### src/rtl/sweep_pkg.sv
package sweep_pkg;
  typedef enum logic [1:0] {
    SEQ_IDLE  = 2'd0,
    SEQ_FETCH = 2'd1,
    SEQ_LOAD  = 2'd2
  } seq_state_t;
endpackage

### src/rtl/step_timer.sv
module step_timer #(
  parameter int DIV_W = 16
) (
  input  logic             clk,
  input  logic             rst_n,
  input  logic             run,
  input  logic [DIV_W-1:0] period,
  output logic             tick
);
  logic [DIV_W-1:0] cnt;
  logic [DIV_W-1:0] reload;

  assign reload = (period == '0) ? '0 : period - 1'b1;
  assign tick   = run && (cnt == '0);

  always_ff @(posedge clk or negedge rst_n) begin
    if (!rst_n)          cnt <= '0;
    else if (!run)       cnt <= '0;
    else if (cnt == '0)  cnt <= reload;
    else                 cnt <= cnt - 1'b1;
  end

  // a step never repeats in the next cycle unless the period is one
  p_tick_gap_r1: assert property (@(posedge clk) disable iff (!rst_n)
    (tick && period > 1 && $stable(period)) |=> !tick);
endmodule

### src/rtl/sweep_index.sv
module sweep_index #(
  parameter int NSAMP   = 1344,
  parameter int SAMP_AW = 11
) (
  input  logic               clk,
  input  logic               rst_n,
  input  logic               run,
  input  logic               advance,
  input  logic               buf_cmd,
  output logic [SAMP_AW-1:0] samp,
  output logic               buf_act
);
  localparam logic [SAMP_AW-1:0] LAST = SAMP_AW'(NSAMP - 1);

  always_ff @(posedge clk or negedge rst_n) begin
    if (!rst_n) begin
      samp    <= '0;
      buf_act <= 1'b0;
    end else if (!run) begin
      samp    <= '0;
      buf_act <= buf_cmd;
    end else if (advance) begin
      if (samp == LAST) begin
        samp    <= '0;
        buf_act <= buf_cmd;
      end else begin
        samp <= samp + 1'b1;
      end
    end
  end

  // sample number never leaves the table
  p_samp_range_r6: assert property (@(posedge clk) disable iff (!rst_n)
    samp <= LAST);
  // the playing set only changes on a wrap or while stopped
  p_set_hold_r7: assert property (@(posedge clk) disable iff (!rst_n)
    (run && (!advance || samp != LAST)) |=> $stable(buf_act));
endmodule

### src/rtl/fetch_engine.sv
module fetch_engine
  import sweep_pkg::*;
#(
  parameter int NUM_DAC = 4,
  parameter int CODE_W  = 16,
  parameter int SAMP_AW = 11,
  parameter int DAC_W   = $clog2(NUM_DAC),
  parameter int BSEL_W  = $clog2(CODE_W / 8),
  parameter int AW      = 1 + DAC_W + SAMP_AW + BSEL_W
) (
  input  logic               clk,
  input  logic               rst_n,
  input  logic               run,
  input  logic               tick,
  input  logic [SAMP_AW-1:0] samp,
  input  logic               buf_act,
  output logic               mem_req,
  output logic [AW-1:0]      mem_addr,
  input  logic               mem_gnt,
  input  logic [7:0]         mem_rdata,
  output logic               dac_wr,
  output logic [DAC_W-1:0]   dac_idx,
  output logic [CODE_W-1:0]  dac_code,
  output logic               dac_load,
  output logic               advance,
  output logic               overrun
);
  localparam int HOLD_W = CODE_W - 8;
  localparam logic [DAC_W-1:0]  LAST_D = DAC_W'(NUM_DAC - 1);
  localparam logic [BSEL_W-1:0] LAST_B = BSEL_W'(CODE_W / 8 - 1);

  seq_state_t         state;
  logic [DAC_W-1:0]   dac_cnt;
  logic [BSEL_W-1:0]  byte_cnt;
  logic [HOLD_W-1:0]  hold;

  assign mem_req  = (state == SEQ_FETCH);
  assign mem_addr = {buf_act, dac_cnt, samp, byte_cnt};
  assign advance  = (state == SEQ_LOAD);

  always_ff @(posedge clk or negedge rst_n) begin
    if (!rst_n) begin
      state    <= SEQ_IDLE;
      dac_cnt  <= '0;
      byte_cnt <= '0;
      hold     <= '0;
      dac_wr   <= 1'b0;
      dac_idx  <= '0;
      dac_code <= '0;
      dac_load <= 1'b0;
      overrun  <= 1'b0;
    end else begin
      dac_wr   <= 1'b0;
      dac_load <= 1'b0;
      if (!run) begin
        state    <= SEQ_IDLE;
        dac_cnt  <= '0;
        byte_cnt <= '0;
      end else begin
        if (tick && state != SEQ_IDLE) overrun <= 1'b1;
        unique case (state)
          SEQ_IDLE: if (tick) begin
            state    <= SEQ_FETCH;
            dac_cnt  <= '0;
            byte_cnt <= '0;
          end
          SEQ_FETCH: if (mem_gnt) begin
            if (byte_cnt == LAST_B) begin
              dac_wr   <= 1'b1;
              dac_idx  <= dac_cnt;
              dac_code <= {hold, mem_rdata};
              byte_cnt <= '0;
              if (dac_cnt == LAST_D) state   <= SEQ_LOAD;
              else                   dac_cnt <= dac_cnt + 1'b1;
            end else begin
              hold     <= HOLD_W'({hold, mem_rdata});
              byte_cnt <= byte_cnt + 1'b1;
            end
          end
          SEQ_LOAD: begin
            dac_load <= 1'b1;
            state    <= SEQ_IDLE;
          end
          default: state <= SEQ_IDLE;
        endcase
      end
    end
  end

  // a waiting request keeps its address
  p_addr_hold_r3: assert property (@(posedge clk) disable iff (!rst_n)
    (mem_req && !mem_gnt && run) |=> (!mem_req || $stable(mem_addr)));
  // a DAC write only follows a granted read
  p_wr_granted_r3: assert property (@(posedge clk) disable iff (!rst_n)
    dac_wr |-> $past(mem_req && mem_gnt));
  // load strobe stands alone
  p_load_alone_r5: assert property (@(posedge clk) disable iff (!rst_n)
    dac_load |-> !dac_wr);
  // load follows the write of the last DAC
  p_load_after_last_r5: assert property (@(posedge clk) disable iff (!rst_n)
    dac_load |-> ($past(dac_wr) && $past(dac_idx) == LAST_D));
  // overrun is sticky
  p_overrun_sticky_r8: assert property (@(posedge clk) disable iff (!rst_n)
    overrun |=> overrun);
  // nothing is issued once run is low
  p_stop_quiet_r9: assert property (@(posedge clk) disable iff (!rst_n)
    !run |=> (!mem_req && !dac_wr && !dac_load));
endmodule

### src/rtl/hv_sweep_player.sv
module hv_sweep_player #(
  parameter int NUM_DAC = 4,
  parameter int NSAMP   = 1344,
  parameter int SAMP_AW = 11,
  parameter int CODE_W  = 16,
  parameter int DIV_W   = 16
) (
  input  logic                                                  clk,
  input  logic                                                  rst_n,
  input  logic                                                  run,
  input  logic [DIV_W-1:0]                                      period,
  input  logic                                                  buf_cmd,
  output logic                                                  mem_req,
  output logic [1+$clog2(NUM_DAC)+SAMP_AW+$clog2(CODE_W/8)-1:0] mem_addr,
  input  logic                                                  mem_gnt,
  input  logic [7:0]                                            mem_rdata,
  output logic                                                  dac_wr,
  output logic [$clog2(NUM_DAC)-1:0]                            dac_idx,
  output logic [CODE_W-1:0]                                     dac_code,
  output logic                                                  dac_load,
  output logic                                                  overrun
);
  localparam int DAC_W  = $clog2(NUM_DAC);
  localparam int BSEL_W = $clog2(CODE_W / 8);
  localparam int AW     = 1 + DAC_W + SAMP_AW + BSEL_W;

  logic               tick;
  logic               advance;
  logic               buf_act;
  logic [SAMP_AW-1:0] samp;

  step_timer #(.DIV_W(DIV_W)) u_timer (
    .clk    (clk),
    .rst_n  (rst_n),
    .run    (run),
    .period (period),
    .tick   (tick)
  );

  sweep_index #(.NSAMP(NSAMP), .SAMP_AW(SAMP_AW)) u_index (
    .clk     (clk),
    .rst_n   (rst_n),
    .run     (run),
    .advance (advance),
    .buf_cmd (buf_cmd),
    .samp    (samp),
    .buf_act (buf_act)
  );

  fetch_engine #(
    .NUM_DAC (NUM_DAC),
    .CODE_W  (CODE_W),
    .SAMP_AW (SAMP_AW),
    .DAC_W   (DAC_W),
    .BSEL_W  (BSEL_W),
    .AW      (AW)
  ) u_fetch (
    .clk       (clk),
    .rst_n     (rst_n),
    .run       (run),
    .tick      (tick),
    .samp      (samp),
    .buf_act   (buf_act),
    .mem_req   (mem_req),
    .mem_addr  (mem_addr),
    .mem_gnt   (mem_gnt),
    .mem_rdata (mem_rdata),
    .dac_wr    (dac_wr),
    .dac_idx   (dac_idx),
    .dac_code  (dac_code),
    .dac_load  (dac_load),
    .advance   (advance),
    .overrun   (overrun)
  );
endmodule

### config.mk
export PLATFORM = sky130hd
export DESIGN_NAME = hv_sweep_player
export DESIGN_NICKNAME = d
export VERILOG_FILES = /design/src/rtl/sweep_pkg.sv /design/src/rtl/step_timer.sv /design/src/rtl/sweep_index.sv /design/src/rtl/fetch_engine.sv /design/src/rtl/hv_sweep_player.sv
export SDC_FILE = /design/constraint.sdc
export NUM_CORES = 1
export LEC_CHECK = 0
export ABC_AREA = 1
export BUFFER_PORTS_ARGS = -buffer_cell sky130_fd_sc_hd__buf_4
export CAP_MARGIN = 10
export CELL_PAD_IN_SITES_DETAIL_PLACEMENT = 1
export CELL_PAD_IN_SITES_GLOBAL_PLACEMENT = 1
export CORE_AREA = 3 3 75 130
export CTS_CLUSTER_SIZE = 25
export DETAILED_ROUTE_END_ITERATION = 10
export DIE_AREA = 0 0 78 133
export PLACE_DENSITY_LB_ADDON = 0.2
export SLEW_MARGIN = 20
export SYNTH_ARGS = -nofsm -noshare
export SYNTH_HDL_FRONTEND = slang
export SYNTH_SLANG_ARGS = --single-unit
### constraint.sdc
create_clock -name clk -period 1.7 [get_ports clk]
set_clock_uncertainty 0.1 [all_clocks]
set_input_delay 0 -clock clk [delete_from_list [all_inputs] [get_ports clk]]
set_output_delay 0 -clock clk [all_outputs]
set_load 0.05 [all_outputs]
==> results.sh <==
export IMPL_status="finished clean"
export IMPL_reg2regPathDepth=10
export IMPL_syn_nets=497
export IMPL_ios=66
export IMPL_ys_types=32
export IMPL_dr_max_layer_used="met4"
export IMPL_min_to="u_timer.cnt[8]$_DFF_PN0_"
export IMPL_met3_length_um=308
export IMPL_grt_pass1_wl_um=18830
export IMPL_nets=609
export IMPL_hp_class="in2reg"
export IMPL_worst_pin_slew_ns=0.5417
export IMPL_synthTopCellsByCount="136 x nand2_1, 62 x dfrtp_1, 61 x nor2_1"
export IMPL_synth_edf_count=0
export IMPL_postSynthAreaPerCell_sq_um=7.683
export IMPL_r2r_setup_slack_ns=0.05
export IMPL_ys_flop_type="dfrtp_1"
export IMPL_wl_met2_um=6442
export IMPL_die_w_um=78
export IMPL_drc_errors=0
export IMPL_routed_wl_um=11440
export IMPL_min_from="period[8]"
export IMPL_ctsHtreeMaxLevel=3
export IMPL_vias_per_cell=5.011
export IMPL_fmax_mhz=604.7
export IMPL_cp_start_kind="register"
export IMPL_ir_drop_uv=998.0
export IMPL_layout_min_cycle_time_ns=1.654
export IMPL_diodes=0
export IMPL_die_h_um=133
export IMPL_crit_required_ns=1.82
export IMPL_p_seq_share_pct=29.5
export IMPL_yosys_warnings=0
export IMPL_dpl_cell_area_sq_um=4309
export IMPL_fin_area_sq_um=4883
export IMPL_rr_endpoint="u_timer.cnt[12]$_DFF_PN0_"
export IMPL_port_buffers=65
export IMPL_initial_core_util_pct=40.50
export IMPL_cts_buffers=9
export IMPL_grt_overflow=0
export IMPL_yosys_top_cells_area="dfrtp_1 44%, nand2_1 14%, nor2_1 6.4%"
export IMPL_drt_iter0_markers=92
export IMPL_yosysTopAreaCell="dfrtp_1"
export IMPL_maxCapViolCount=0
export IMPL_grt_start_max_net_pins=43
export IMPL_antenna_found_initial=0
export IMPL_fin_ws_ns=0.04635
export IMPL_synth_most_common_cell="nand2_1"
export IMPL_clock_path_buffers=2
export IMPL_fin_util_pct=55.60
export IMPL_timing_rr_start="u_timer.cnt[0]$_DFF_PN0_"
export IMPL_clockPowerShare_pct=22.2
export IMPL_gp_congestion=0.9027
export IMPL_pwr_share_comb_pct=48.2
export IMPL_cp_end_kind="register"
export IMPL_critical_path_class="reg2reg"
export IMPL_power_density_nw_per_um2=1529
export IMPL_period_share_pct=97.27
export IMPL_netlist_area_sq_um=3557
export IMPL_synthCells=463
export IMPL_wl_met1_um=3944
export IMPL_maxSlewHeadroom_pct=63.89
export IMPL_tns_ns=0
export IMPL_crit_arrival_ns=1.77
export IMPL_synth_seq_area_share_pct=43.62
export IMPL_areaGrowthSynthToFinish_pct=37.28
export IMPL_grt_pass1_vias=3907
export IMPL_synth_seq_cells=62
export IMPL_async_flop_share_pct=100.0
export IMPL_dp_hpwl_um=8582
export IMPL_fp_row_count=45
export IMPL_drive_gt1_share_pct=28.97
export IMPL_finalHoldViolCount=0
export IMPL_core_area_sq_um=8783
export IMPL_rsz0062_at_grt="true"
export IMPL_hold_path_cell_count=4
export IMPL_p_leak_nw=2.533
export IMPL_clk_pin_slew_ns=0.05
export IMPL_p_sw_w=0.003278
export IMPL_dpl_worst_slack_ns=-0.1070
export IMPL_drv_slew=0
export IMPL_cts_root_buf="clkbuf_16"
export IMPL_cts_tree="built"
export IMPL_via_count=3493
export IMPL_finalSetupViolCount=0
export IMPL_synth_top_area_share_pct=43.62
export IMPL_wl_per_cell_um=16.41
export IMPL_ant_nets=0
export IMPL_internal_power_w=0.004188
export IMPL_grt_use_total_pct=23.34
export IMPL_clock_sinks=62
export IMPL_crit_fanout=3
export IMPL_clk_insertion_delay_late_ns=0.33
export IMPL_die_area_sq_um=10370
export IMPL_switching_share_pct=43.90
export IMPL_dr_pass1_iters=4
final cells by class:
class                      instances  area [sq um]
clock buffer                      12         246.5
clock inverter                     4         22.52
fill                            1120          3900
inverter                          58         222.7
multi-input combinational        337          1815
sequential                        62          1554
tap                              117         146.4
timing repair buffer             107         875.8
power groups by stage:
stage | Sequential [W] | Combinational (W) | Clock [W]
5_1_grt | 0.00225 | 0.00395 | 0.00177
2_1_floorplan | 0.00268 | 0.00169 | 0
6_report | 0.00221 | 0.00360 | 0.00166
3_5_place_dp | 0.00221 | 0.00331 | 0
3_3_place_gp | 0.00218 | 0.00320 | 0
4_1_cts | 0.00219 | 0.00345 | 0.00170
repair_timing:
action                                  in CTS  in global routing
pin swaps                                    5                 10
resized for setup                            7                 23
setup buffers                                1                  3
endpoints found under the setup margin      14                 37
endpoints found under the hold margin       90                  0
hold buffers                                19                  0
critical path, cell delays in order, from the launching register on:
cell	delay, ns
dfrtp_1	0.39
inv_2	0.10
ha_2	0.20
nand2_1	0.13
buf_4	0.18
inv_1	0.06
nand2_1	0.07
nand2_1	0.07
nand2_1	0.05
o21ai_2	0.12
nor2_1	0.06
routing by layer:
metal	GRT usage [%]	up-vias
met2	44.08	70
met1	22.24	1699
met3	3.542	35
met5	0	-
met4	16.34	0
li1	-	1689
worst max-delay path by stage:
stage | from | depth (start not counted) | end
final | u_timer.cnt[0]$_DFF_PN0_ | 10 | u_timer.cnt[12]$_DFF_PN0_
after global routing | u_timer.cnt[0]$_DFF_PN0_ | 10 | u_timer.cnt[13]$_DFF_PN0_
after global placement | period[0] | 10 | u_timer.cnt[14]$_DFF_PN0_
after floorplan | u_index.samp[1]$_DFFE_PN0P_ | 8 | u_index.samp[8]$_DFFE_PN0P_
after detailed placement | u_timer.cnt[0]$_DFF_PN0_ | 10 | u_timer.cnt[13]$_DFF_PN0_
after CTS | u_timer.cnt[10]$_DFF_PN0_ | 9 | u_timer.cnt[12]$_DFF_PN0_
registers in the layout (all words and copies together), names as in the netlist, 2 cells and up:
name,count
u_fetch.dac_code,16
u_index.samp,11
u_fetch.dac_cnt,2
u_fetch.hold,8
u_timer.cnt,16
u_fetch.state,2
u_fetch.dac_idx,2
cells in the final DEF, fill, tap and decap left out, types with 7 or more instances in the layout:
cell type	synthesis	routed
a21oi_1	10	10
nor2_1	61	51
dfrtp_1	62	60
nor3_1	7	7
buf_4	2	86
xor2_1	12	12
clkbuf_16	0	9
nor2_2	5	14
o21ai_1	6	7
mux2_2	17	17
inv_1	55	51
nand3_1	37	34
nand2_1	136	133
o21ai_0	11	9
dlygate4sd3_1	0	19
kinds of logic after synthesis:
kind of cell / Yosys count / synth area share, %
and+or+nand+nor: 266 / 32.68
buffers and inverters: 64 / 7.738
DFF: 62 / 43.62
AOI/OAI and AO/OA: 35 / 5.382
muxes: 17 / 5.382
xor gates and xnor gates: 14 / 3.447
adders and majority gates: 5 / 1.759
stage by stage:
| step | total power [W] | hold slack, ns | std cells |
|---|---|---|---|
| 2_1_floorplan | 0.004367 | -0.3956 | 463 |
| 3_3_place_gp | 0.005380 | -0.07582 | 658 |
| 3_5_place_dp | 0.005524 | -0.07789 | 658 |
| 4_1_cts | 0.007343 | 0.02336 | 694 |
| 5_1_grt | 0.007968 | 0.05110 | 697 |
| 6_report | 0.007466 | 0.04378 | 697 |
(Power assumes the default switching activity.)
